$ cat src/rtl/refsch_pkg.sv
`timescale 1ns/1ps
package refsch_pkg;
  typedef enum logic [1:0] {
    PRIO_NONE  = 2'd0,
    PRIO_OPP   = 2'd1,
    PRIO_HIGH  = 2'd2,
    PRIO_PANIC = 2'd3
  } prio_e;
endpackage

$ cat src/rtl/refsch_interval.sv
`timescale 1ns/1ps
// Period timer and saturating owed-refresh counter.
module refsch_interval #(
  parameter int TREFI_W  = 16,
  parameter int OWED_MAX = 9,
  parameter int OWED_W   = 4
) (
  input  logic               clk,
  input  logic               rst,
  input  logic [TREFI_W-1:0] cfg_trefi,
  input  logic               dec,
  output logic [OWED_W-1:0]  owed
);
  localparam logic [TREFI_W-1:0] T_ONE = TREFI_W'(1);
  localparam logic [OWED_W-1:0]  O_ONE = OWED_W'(1);
  localparam logic [OWED_W-1:0]  O_MAX = OWED_W'(OWED_MAX);

  logic [TREFI_W-1:0] tcnt;
  logic               tick;

  assign tick = (cfg_trefi != '0) && (tcnt >= cfg_trefi - T_ONE);

  always_ff @(posedge clk) begin
    if (rst) tcnt <= '0;
    else if (tick) tcnt <= '0;
    else tcnt <= tcnt + T_ONE;
  end

  always_ff @(posedge clk) begin
    if (rst) begin
      owed <= '0;
    end else begin
      case ({tick, dec})
        2'b10: owed <= (owed == O_MAX) ? owed : owed + O_ONE;
        2'b01: owed <= (owed == '0) ? owed : owed - O_ONE;
        default: owed <= owed;
      endcase
    end
  end
endmodule

$ cat src/rtl/refsch_idle.sv
`timescale 1ns/1ps
// Counts consecutive idle cycles, saturating.
module refsch_idle #(
  parameter int IDLE_W = 8
) (
  input  logic              clk,
  input  logic              rst,
  input  logic              rank_idle,
  input  logic [IDLE_W-1:0] cfg_idle_win,
  output logic              opportunity
);
  localparam logic [IDLE_W-1:0] I_ONE = IDLE_W'(1);
  logic [IDLE_W-1:0] icnt;

  always_ff @(posedge clk) begin
    if (rst || !rank_idle) icnt <= '0;
    else if (icnt != '1) icnt <= icnt + I_ONE;
  end

  assign opportunity = (icnt >= cfg_idle_win);
endmodule

$ cat src/rtl/refsch_gap.sv
`timescale 1ns/1ps
// Long-term guard: counts coarse units since the last taken refresh.
module refsch_gap #(
  parameter int GAP_W     = 8,
  parameter int UNIT_LOG2 = 10
) (
  input  logic             clk,
  input  logic             rst,
  input  logic             restart,
  input  logic [GAP_W-1:0] cfg_max_gap,
  output logic             expired
);
  localparam logic [UNIT_LOG2-1:0] P_ONE = UNIT_LOG2'(1);
  localparam logic [GAP_W-1:0]     U_ONE = GAP_W'(1);

  logic [UNIT_LOG2-1:0] pre;
  logic [GAP_W-1:0]     units;

  always_ff @(posedge clk) begin
    if (rst || restart) begin
      pre   <= '0;
      units <= '0;
    end else begin
      pre <= pre + P_ONE;
      if ((&pre) && (units != '1)) units <= units + U_ONE;
    end
  end

  assign expired = (cfg_max_gap != '0) && (units >= cfg_max_gap);
endmodule

$ cat src/rtl/refsch_blackout.sv
`timescale 1ns/1ps
// Post-refresh recovery window.
module refsch_blackout #(
  parameter int TRFC_W = 9
) (
  input  logic              clk,
  input  logic              rst,
  input  logic              start,
  input  logic [TRFC_W-1:0] cfg_trfc,
  output logic              busy
);
  localparam logic [TRFC_W-1:0] B_ONE = TRFC_W'(1);
  logic [TRFC_W-1:0] bcnt;

  always_ff @(posedge clk) begin
    if (rst) begin
      bcnt <= '0;
      busy <= 1'b0;
    end else if (start) begin
      bcnt <= cfg_trfc;
      busy <= (cfg_trfc != '0);
    end else if (bcnt != '0) begin
      bcnt <= bcnt - B_ONE;
      busy <= (bcnt != B_ONE);
    end else begin
      busy <= 1'b0;
    end
  end
endmodule

$ cat src/rtl/refresh_sched.sv
`timescale 1ns/1ps
module refresh_sched
  import refsch_pkg::*;
#(
  parameter int TREFI_W   = 16,
  parameter int TRFC_W    = 9,
  parameter int IDLE_W    = 8,
  parameter int MARK_W    = 4,
  parameter int GAP_W     = 8,
  parameter int UNIT_LOG2 = 10,
  parameter int OWED_MAX  = 9
) (
  input  logic               clk,
  input  logic               rst,
  input  logic [TREFI_W-1:0] cfg_trefi,
  input  logic [TRFC_W-1:0]  cfg_trfc,
  input  logic [IDLE_W-1:0]  cfg_idle_win,
  input  logic [MARK_W-1:0]  cfg_hi_mark,
  input  logic [MARK_W-1:0]  cfg_panic_mark,
  input  logic [GAP_W-1:0]   cfg_max_gap,
  input  logic               rank_idle,
  input  logic               ref_grant,
  output logic               ref_req,
  output logic [1:0]         ref_prio,
  output logic               act_block
);
  localparam int OWED_W = $clog2(OWED_MAX + 1);

  logic [OWED_W-1:0] owed_q;
  logic              taken;
  logic              opp;
  logic              gap_hit;
  logic              blk;
  prio_e             prio_d;

  assign taken = ref_grant && ref_req;

  refsch_interval #(.TREFI_W(TREFI_W), .OWED_MAX(OWED_MAX), .OWED_W(OWED_W)) u_int (
    .clk(clk), .rst(rst), .cfg_trefi(cfg_trefi), .dec(taken), .owed(owed_q)
  );

  refsch_idle #(.IDLE_W(IDLE_W)) u_idle (
    .clk(clk), .rst(rst), .rank_idle(rank_idle),
    .cfg_idle_win(cfg_idle_win), .opportunity(opp)
  );

  refsch_gap #(.GAP_W(GAP_W), .UNIT_LOG2(UNIT_LOG2)) u_gap (
    .clk(clk), .rst(rst), .restart(taken),
    .cfg_max_gap(cfg_max_gap), .expired(gap_hit)
  );

  refsch_blackout #(.TRFC_W(TRFC_W)) u_blk (
    .clk(clk), .rst(rst), .start(taken), .cfg_trfc(cfg_trfc), .busy(blk)
  );

  // Level selection, highest urgency first.
  always_comb begin
    prio_d = PRIO_NONE;
    if (!taken && !blk && (owed_q != '0)) begin
      if ((int'(owed_q) >= int'(cfg_panic_mark)) || gap_hit) prio_d = PRIO_PANIC;
      else if (int'(owed_q) >= int'(cfg_hi_mark))            prio_d = PRIO_HIGH;
      else if (opp)                                          prio_d = PRIO_OPP;
    end
  end

  always_ff @(posedge clk) begin
    if (rst) begin
      ref_prio <= PRIO_NONE;
      ref_req  <= 1'b0;
    end else begin
      ref_prio <= prio_d;
      ref_req  <= (prio_d != PRIO_NONE);
    end
  end

  assign act_block = blk;
endmodule

$ cat config.mk
export PLATFORM = sky130hd
export DESIGN_NAME = refresh_sched
export DESIGN_NICKNAME = d
export VERILOG_FILES = /design/src/rtl/refsch_pkg.sv /design/src/rtl/refsch_interval.sv /design/src/rtl/refsch_idle.sv /design/src/rtl/refsch_gap.sv /design/src/rtl/refsch_blackout.sv /design/src/rtl/refresh_sched.sv
export SDC_FILE = /design/constraint.sdc
export NUM_CORES = 1
export LEC_CHECK = 0
export BUFFER_PORTS_ARGS = -buffer_cell sky130_fd_sc_hd__buf_2
export CORE_MARGIN = 2
export CORE_UTILIZATION = 56
export DETAILED_ROUTE_END_ITERATION = 7
export PLACE_DENSITY = 0.83
export SLEW_MARGIN = 15
export SYNTH_ARGS = -nofsm -noshare
export SYNTH_HDL_FRONTEND = slang
export SYNTH_SLANG_ARGS = --single-unit
$ cat constraint.sdc
create_clock -name clk -period 5 [get_ports clk]
set_input_delay 0.75 -clock clk [delete_from_list [all_inputs] [get_ports clk]]
set_output_delay 0.75 -clock clk [all_outputs]
set_load 0.005 [all_outputs]
==> results.py, run 1 <==
metrics = {
    "clock_tree": {
        "cts_sinks": 59,
        "htree_levels": 3,
        "ctsResizeCount": 0,
        "post_cts_buffers": 0,
        "cts_buffer_depth": 2,
        "hold_buffers": 0,
        "cts_tree": "done",
        "cts-root-buf": "clkbuf_8",
        "insertion_delay_ns": 0.35,
        "numCtsBuffers": 9,
        "clkSlewWorstSetupHoldPaths_ns": 0.07,
    },
    "timing": {
        "tightest_slew_ns": 0.6821,
        "fin_setup_tns_ns": 0,
        "finalWorstSetupSlack_ns": 0.6309,
        "min_period_over_period": 0.8738,
        "fmax_ghz": 0.2289,
        "setup_viol": 0,
        "timing.slew.headroom": 0.5453,
        "rsz0062_at_grt": "no",
        "finalCriticalPeriod_ns": 4.369,
        "clock-skew-final_ns": 0.007374,
        "whs_ns": 0.4545,
        "report.final.slew_viol_count": 0,
        "finalHoldViolCount": 0,
    },
    "floorplan": {
        "core-area_sq_mm": 0.006794,
        "start_util": 0.5794,
        "design.portCount": 57,
        "die_y_um": 87.84,
        "die_area_sq_mm": 0.007716,
        "rows": 30,
        "die_w_um": 87.84,
    },
    "drt": {
        "wl_mm": 8.209,
        "routed_via_density": 5.615,
        "wl_per_cell_um": 13.11,
        "ant_nets": 0,
        "drtPass1Iterations": 5,
        "drt_iter0_drc": 140,
        "drc": 0,
        "via_count": 3515,
    },
    "placed_design": {
        "dp_cells": 610,
        "io_buffers": 56,
        "pre_cts_slack_ns": 0.4358,
        "placed_area_sq_mm": 0.004295,
        "place.gp.congestion": 0.8596,
        "place_hpwl_mm": 6.140,
    },
    "global_routing": {
        "grt_pass1_wl_mm": 13.60,
        "grt_remaining_overflow": 0,
        "globalRoute.busiestLayer": "met2",
        "grt_use_met2": 0.3953,
        "grt_pass1_vias": 3316,
        "grt_max_degree": 33,
        "use_met1": 0.2462,
        "antenna_found_initial": 0,
        "grt_usage": 0.2218,
        "gr-usage-met3": 0.07069,
    },
    "synth": {
        "yosys_register_bits": 59,
        "ys_async_sr_fraction": 0,
        "yosys_warnings": 0,
        "synth_edf_count": 0,
        "synth_fp_nets": 572,
        "synthCells": 466,
        "synth_cell_types": 48,
        "yosysTopAreaCell": "dfxtp_1",
        "ys_seq_area_frac": 0.3001,
        "syn_avg_cell_area_sq_um": 8.447,
        "yosysTopAreaCellShare": 0.3001,
        "yosys-top-cells-area": "dfxtp_1 30%, ha_1 17%, xnor2_1 6.7%",
        "ys_dominant_reg_cell": "dfxtp_1",
        "netlist_area_sq_mm": 0.003936,
    },
    "critical_path": {
        "worstPathMaxFanout": 5,
        "critPathRequiredTime_ns": 5.21,
        "crit_family": "simple AND/OR/NAND/NOR gates",
        "cp_cell_sequence": "buf_2 > nor4_4 > nor4b_4 > or2b_1 > nor2b_1 > xnor2_1 > ha_1 > and3_1 > a21oi_1 > nand3_1 > o31a_1 > inv_1 > ha_1 > ha_1 > a21o_1 > a21oi_1 > xnor2_1 > a21o_1 > a21oi_1",
        "startpoint": "cfg_trefi[4]",
        "critPathKind": "in -> reg",
        "start_kind": "input pin",
        "cp_num_buf_inv": 2,
        "worstSetupPathDepth": 19,
        "slowest_delay_ns": 0.33,
        "r2r_cells": 13,
        "cp-end-kind": "flop",
        "slowest_stage": "o31a_1",
        "worstPathArrival_ns": 4.58,
        "r2r-start": "u_int.tcnt[10]",
    },
    "pwr": {
        "powerDensity_mw_per_mm2": 296.0,
        "p_total_mw": 1.343,
        "vdd_drop_max_uv": 293.9,
        "leakagePower_nw": 2.007,
    },
    "final_layout": {
        "instances_no_fill": 626,
        "n_antenna_cell": 0,
        "layout.nets": 631,
        "final_layout_size_suffix_gt1_frac": 0.1453,
        "postLayoutCoreUtil": 0.6676,
        "mostFrequentLayoutCell": "dfxtp_1",
        "final_area_sq_mm": 0.004536,
        "syn_to_final_growth_pct": 15.23,
        "final_cell_mix": "59 x dfxtp_1, 56 x buf_2, 52 x ha_1",
    },
    "hold_path": {
        "hold_start": "u_gap.pre[0]",
        "hold_depth": 1,
        "hp-class": "reg -> reg",
    },
    "job": {
        "maxCapViolations": 0,
    },
    "outcome": {
        "outcome": "completed",
    },
}
==> flip-flops by register name, summed over array words and instances (netlist names) <==
name	count
u_blk.busy	1
ref_req	1
u_int.owed	4
u_gap.pre	10
u_blk.bcnt	9
u_idle.icnt	8
u_int.tcnt	16
u_gap.units	8
ref_prio	2
==> synth_stat cells (2+ instances only) <==
library cell and number:
a211o_1 2, a211oi_1 4, a21o_1 7, a21oi_1 21
a311oi_1 5, a31oi_1 3, and3_1 14, and4_1 2
buf_6 2, clkbuf_1 7, dfxtp_1 59, ha_1 52
inv_1 41, mux2i_1 3, nand2_1 28, nand2b_1 7
nand3_1 21, nand4_1 12, nor2_1 49, nor2b_1 2
nor3_1 29, nor4_1 10, o211ai_1 3, o21a_1 2
o21ai_0 6, o31ai_1 2, or2b_1 2, or4_1 2
xnor2_1 30, xor2_1 21
==> per-layer routing <==
layer / vias up / wire length, um
li1: 1769 / -
met1: 1667 / 3563
met3: 18 / 313
met4: 0 / 164
met5: - / 0
met2: 61 / 4168
==> where the power goes <==
part / switching (mW) / internal [mW]
registers: 0.0318 / 0.504
logic: 0.149 / 0.131
clock network: 0.197 / 0.330
total: 0.378 / 0.965
==> worst paths after layout <==
kind / slack (ns) / endpoint
worst max-delay path: 0.63 / u_int.owed[3]
worst min-delay path: 0.45 / u_gap.pre[0]
worst max register to register: 1.96 / u_int.owed[3]
worst min register to register: 0.45 / u_gap.pre[0]
==> cell type report <==
| class | count | area [sq um] |
|---|---|---|
| Sequential cell | 59 | 1181 |
| Timing Repair Buffer | 57 | 287.8 |
| Clock inverter | 7 | 116.4 |
| Clock buffer | 9 | 123.9 |
| Tap cell | 96 | 120.1 |
| Multi-Input combinational cell | 357 | 2552 |
| Inverter | 41 | 153.9 |
| Fill cell | 548 | 2258 |
==> cells by family (layout without fill, tap and decap cells) <==
| kind of cell | after synthesis | after routing | share of synthesized area |
|---|---|---|---|
| buffers and inverters | 50 | 114 | 0.05150 |
| xor gates and xnor gates | 51 | 51 | 0.1135 |
| and+or+nand+nor | 186 | 186 | 0.2438 |
| AOI/OAI and AO/OA | 64 | 64 | 0.1132 |
| DFF | 59 | 59 | 0.3001 |
| muxes | 3 | 3 | 0.007629 |
| adders and majority gates | 53 | 53 | 0.1704 |
==> worst register-to-register path, stage by stage (launching register included) <==
cell     delay, ns
dfxtp_1       0.46
ha_1          0.31
a21o_1        0.20
o21ai_0       0.15
nand3_1       0.09
o31a_1        0.33
inv_1         0.07
ha_1          0.25
ha_1          0.28
a21o_1        0.20
a21oi_1       0.21
xnor2_1       0.17
a21o_1        0.14
a21oi_1       0.05
Power figures use the tool's default switching activity.
==> run 2, diff against run 1 <==
CELL_PAD_IN_SITES_DETAIL_PLACEMENT = 0   (was not set)
CELL_PAD_IN_SITES_GLOBAL_PLACEMENT = 1   (was not set)
CORE_MARGIN = not set   (was 2)
CORE_UTILIZATION = 43   (was 56)
PLACE_DENSITY = 0.85   (was 0.83)
==> run 2 against run 1 <==
The run now ends with DRC left. Flip-flop and latch count is the same. Highest routed layer unchanged. Critical path type unchanged. Register-to-register slack gained 0.19 ns. First-iteration DRC count shrank 36%. Clock power shrank 28%. Wire length shrank 6.2%. Worst hold slack gained 0.0087 ns. Core utilization shrank 16 points.
==> results.py, run 2 (synthesis gave the netlist of run 1 again) <==
metrics = {
    "clock_tree": {
        "insertion_delay_ns": 0.33,
        "ctsResizeCount": 0,
        "cts_buffer_depth": 2,
        "cts-root-buf": "clkbuf_8",
        "cts_sinks": 59,
        "cts_tree": "done",
        "post_cts_buffers": 0,
        "numCtsBuffers": 9,
        "hold_buffers": 0,
        "clkSlewWorstSetupHoldPaths_ns": 0.06,
        "htree_levels": 3,
    },
    "pwr": {
        "swShare": 0.2930,
        "p_int_mw": 0.8411,
        "leakagePower_nw": 1.978,
        "netSwitchingPower_mw": 0.3485,
        "clock_power_share": 0.317,
        "vdd_drop_max_uv": 216.0,
        "seq_power_share": 0.450,
        "powerDensity_mw_per_mm2": 265.4,
        "combPwrFrac": 0.233,
    },
    "job": {
        "maxCapViolations": 0,
    },
    "drt": {
        "via_count": 3421,
        "drt_iter0_drc": 90,
        "routed_via_density": 5.362,
        "wl_mm": 7.699,
        "wl_per_cell_um": 12.07,
        "drtPass1Iterations": 6,
        "drc": 1,
        "ant_nets": 0,
    },
    "outcome": {
        "outcome": "finished, violations left",
        "violations": "DRC",
    },
    "timing": {
        "fmax_ghz": 0.2370,
        "finalHoldViolCount": 0,
        "report.final.slew_viol_count": 0,
        "min_period_over_period": 0.8439,
        "tightest_slew_ns": 0.7480,
        "setup_viol": 0,
        "clock-skew-final_ns": 0.008319,
        "rsz0062_at_grt": "no",
        "finalCriticalPeriod_ns": 4.219,
        "timing.slew.headroom": 0.5013,
        "fin_setup_tns_ns": 0,
    },
    "hold_path": {
        "hp-class": "reg -> reg",
        "hold_start": "u_gap.pre[0]",
        "hold_depth": 1,
    },
    "final_layout": {
        "final_layout_size_suffix_gt1_frac": 0.1396,
        "mostFrequentLayoutCell": "dfxtp_1",
        "syn_to_final_growth_pct": 13.89,
        "instances_no_fill": 638,
        "postLayoutCoreUtil": 0.5091,
        "largest_reg_flops": 16,
        "final_cell_mix": "59 x dfxtp_1, 56 x buf_2, 52 x ha_1",
        "layout.nets": 631,
        "final_area_sq_mm": 0.004483,
        "n_antenna_cell": 0,
        "largestRegisters": "u_int.tcnt: 16 flops, u_gap.pre: 10 flops, u_blk.bcnt: 9 flops",
        "regMostFlops": "u_int.tcnt",
    },
    "global_routing": {
        "grt_max_degree": 33,
        "grt_pass1_vias": 3234,
        "grt_pass1_wl_mm": 13.61,
        "grt_usage": 0.1726,
        "antenna_found_initial": 0,
        "grt_remaining_overflow": 0,
    },
    "critical_path": {
        "cp-end-kind": "flop",
        "worstPathArrival_ns": 4.40,
        "r2r_cells": 13,
        "start_kind": "input pin",
        "startpoint": "cfg_trefi[4]",
        "worstPathMaxFanout": 5,
        "r2r-start": "u_int.tcnt[14]",
        "critPathKind": "in -> reg",
        "critPathRequiredTime_ns": 5.18,
    },
    "floorplan": {
        "core-area_sq_mm": 0.008806,
        "start_util": 0.4470,
        "die_area_sq_mm": 0.009540,
        "design.portCount": 57,
        "rows": 34,
        "die_w_um": 97.68,
        "die_y_um": 97.68,
    },
    "placed_design": {
        "place.gp.congestion": 0.7905,
        "dp_cells": 622,
        "place_hpwl_mm": 6.016,
        "io_buffers": 56,
        "placed_area_sq_mm": 0.004310,
    },
}
run 2: cell count changes in the layout (fill, tap and decap cells not counted), sizes merged:
| cell | delta |
|---|---|
| bufinv | -3 |
| clkinv | -1 |
| clkbuf | +5 |
| clkinvlp | -1 |
run 2: worst paths after layout:
| check | to | slack (ns) |
|---|---|---|
| worst max register to register | u_int.owed[3] | 2.15 |
| worst min-delay path | u_gap.pre[0] | 0.46 |
| worst min register to register | u_gap.pre[0] | 0.46 |
| worst max-delay path | u_int.owed[3] | 0.78 |
run 2: area by class of cell:
| class | count | area (sq um) |
|---|---|---|
| fillers | 842 | 4323 |
| clock inverters | 2 | 10.01 |
| repair buffers | 57 | 287.8 |
| clock buffers | 14 | 162.7 |
| inverters | 41 | 153.9 |
| multi-input cells | 357 | 2552 |
| well taps | 108 | 135.1 |
| flip-flops and latches | 59 | 1181 |
run 2: stage by stage:
stage / hold WS (ns) / total power, mW / setup WS, ns
4_1_cts: 0.4586 / 1.205 / 0.7793
2_1_floorplan: 0.4132 / 0.7459 / 0.6643
3_3_place_gp: 0.4283 / 0.8166 / 0.5526
3_5_place_dp: 0.4503 / 0.8201 / 0.4349
6_report: 0.4632 / 1.190 / 0.7807
5_1_grt: 0.4898 / 1.277 / 0.3449
run 2: per-layer routing:
layer  global-route usage  part of all wire
met1               0.2063              0.47
met2               0.3028              0.49
met3              0.04532             0.025
met4              0.04895             0.013
met5                    0                 0
run 2: power by group through the flow:
| stage | combinational, mW | sequential [mW] | clock [mW] |
|---|---|---|---|
| 3_3_place_gp | 0.273 | 0.544 | 0 |
| 6_report | 0.277 | 0.535 | 0.378 |
| 3_5_place_dp | 0.275 | 0.545 | 0 |
| 5_1_grt | 0.319 | 0.539 | 0.418 |
| 4_1_cts | 0.279 | 0.535 | 0.392 |
| 2_1_floorplan | 0.207 | 0.539 | 0 |
run 2: critical path, stage by stage:
cell	delay, ns
buf_2	0.14
nor4_4	0.32
nor4b_4	0.29
or2b_1	0.30
nor3_1	0.18
xnor2_1	0.15
ha_1	0.24
and3_1	0.19
a21oi_1	0.16
nand3_1	0.10
o31a_1	0.33
inv_1	0.06
ha_1	0.24
ha_1	0.26
a21o_1	0.18
a21oi_1	0.16
xnor2_1	0.15
a21o_1	0.14
a21oi_1	0.05
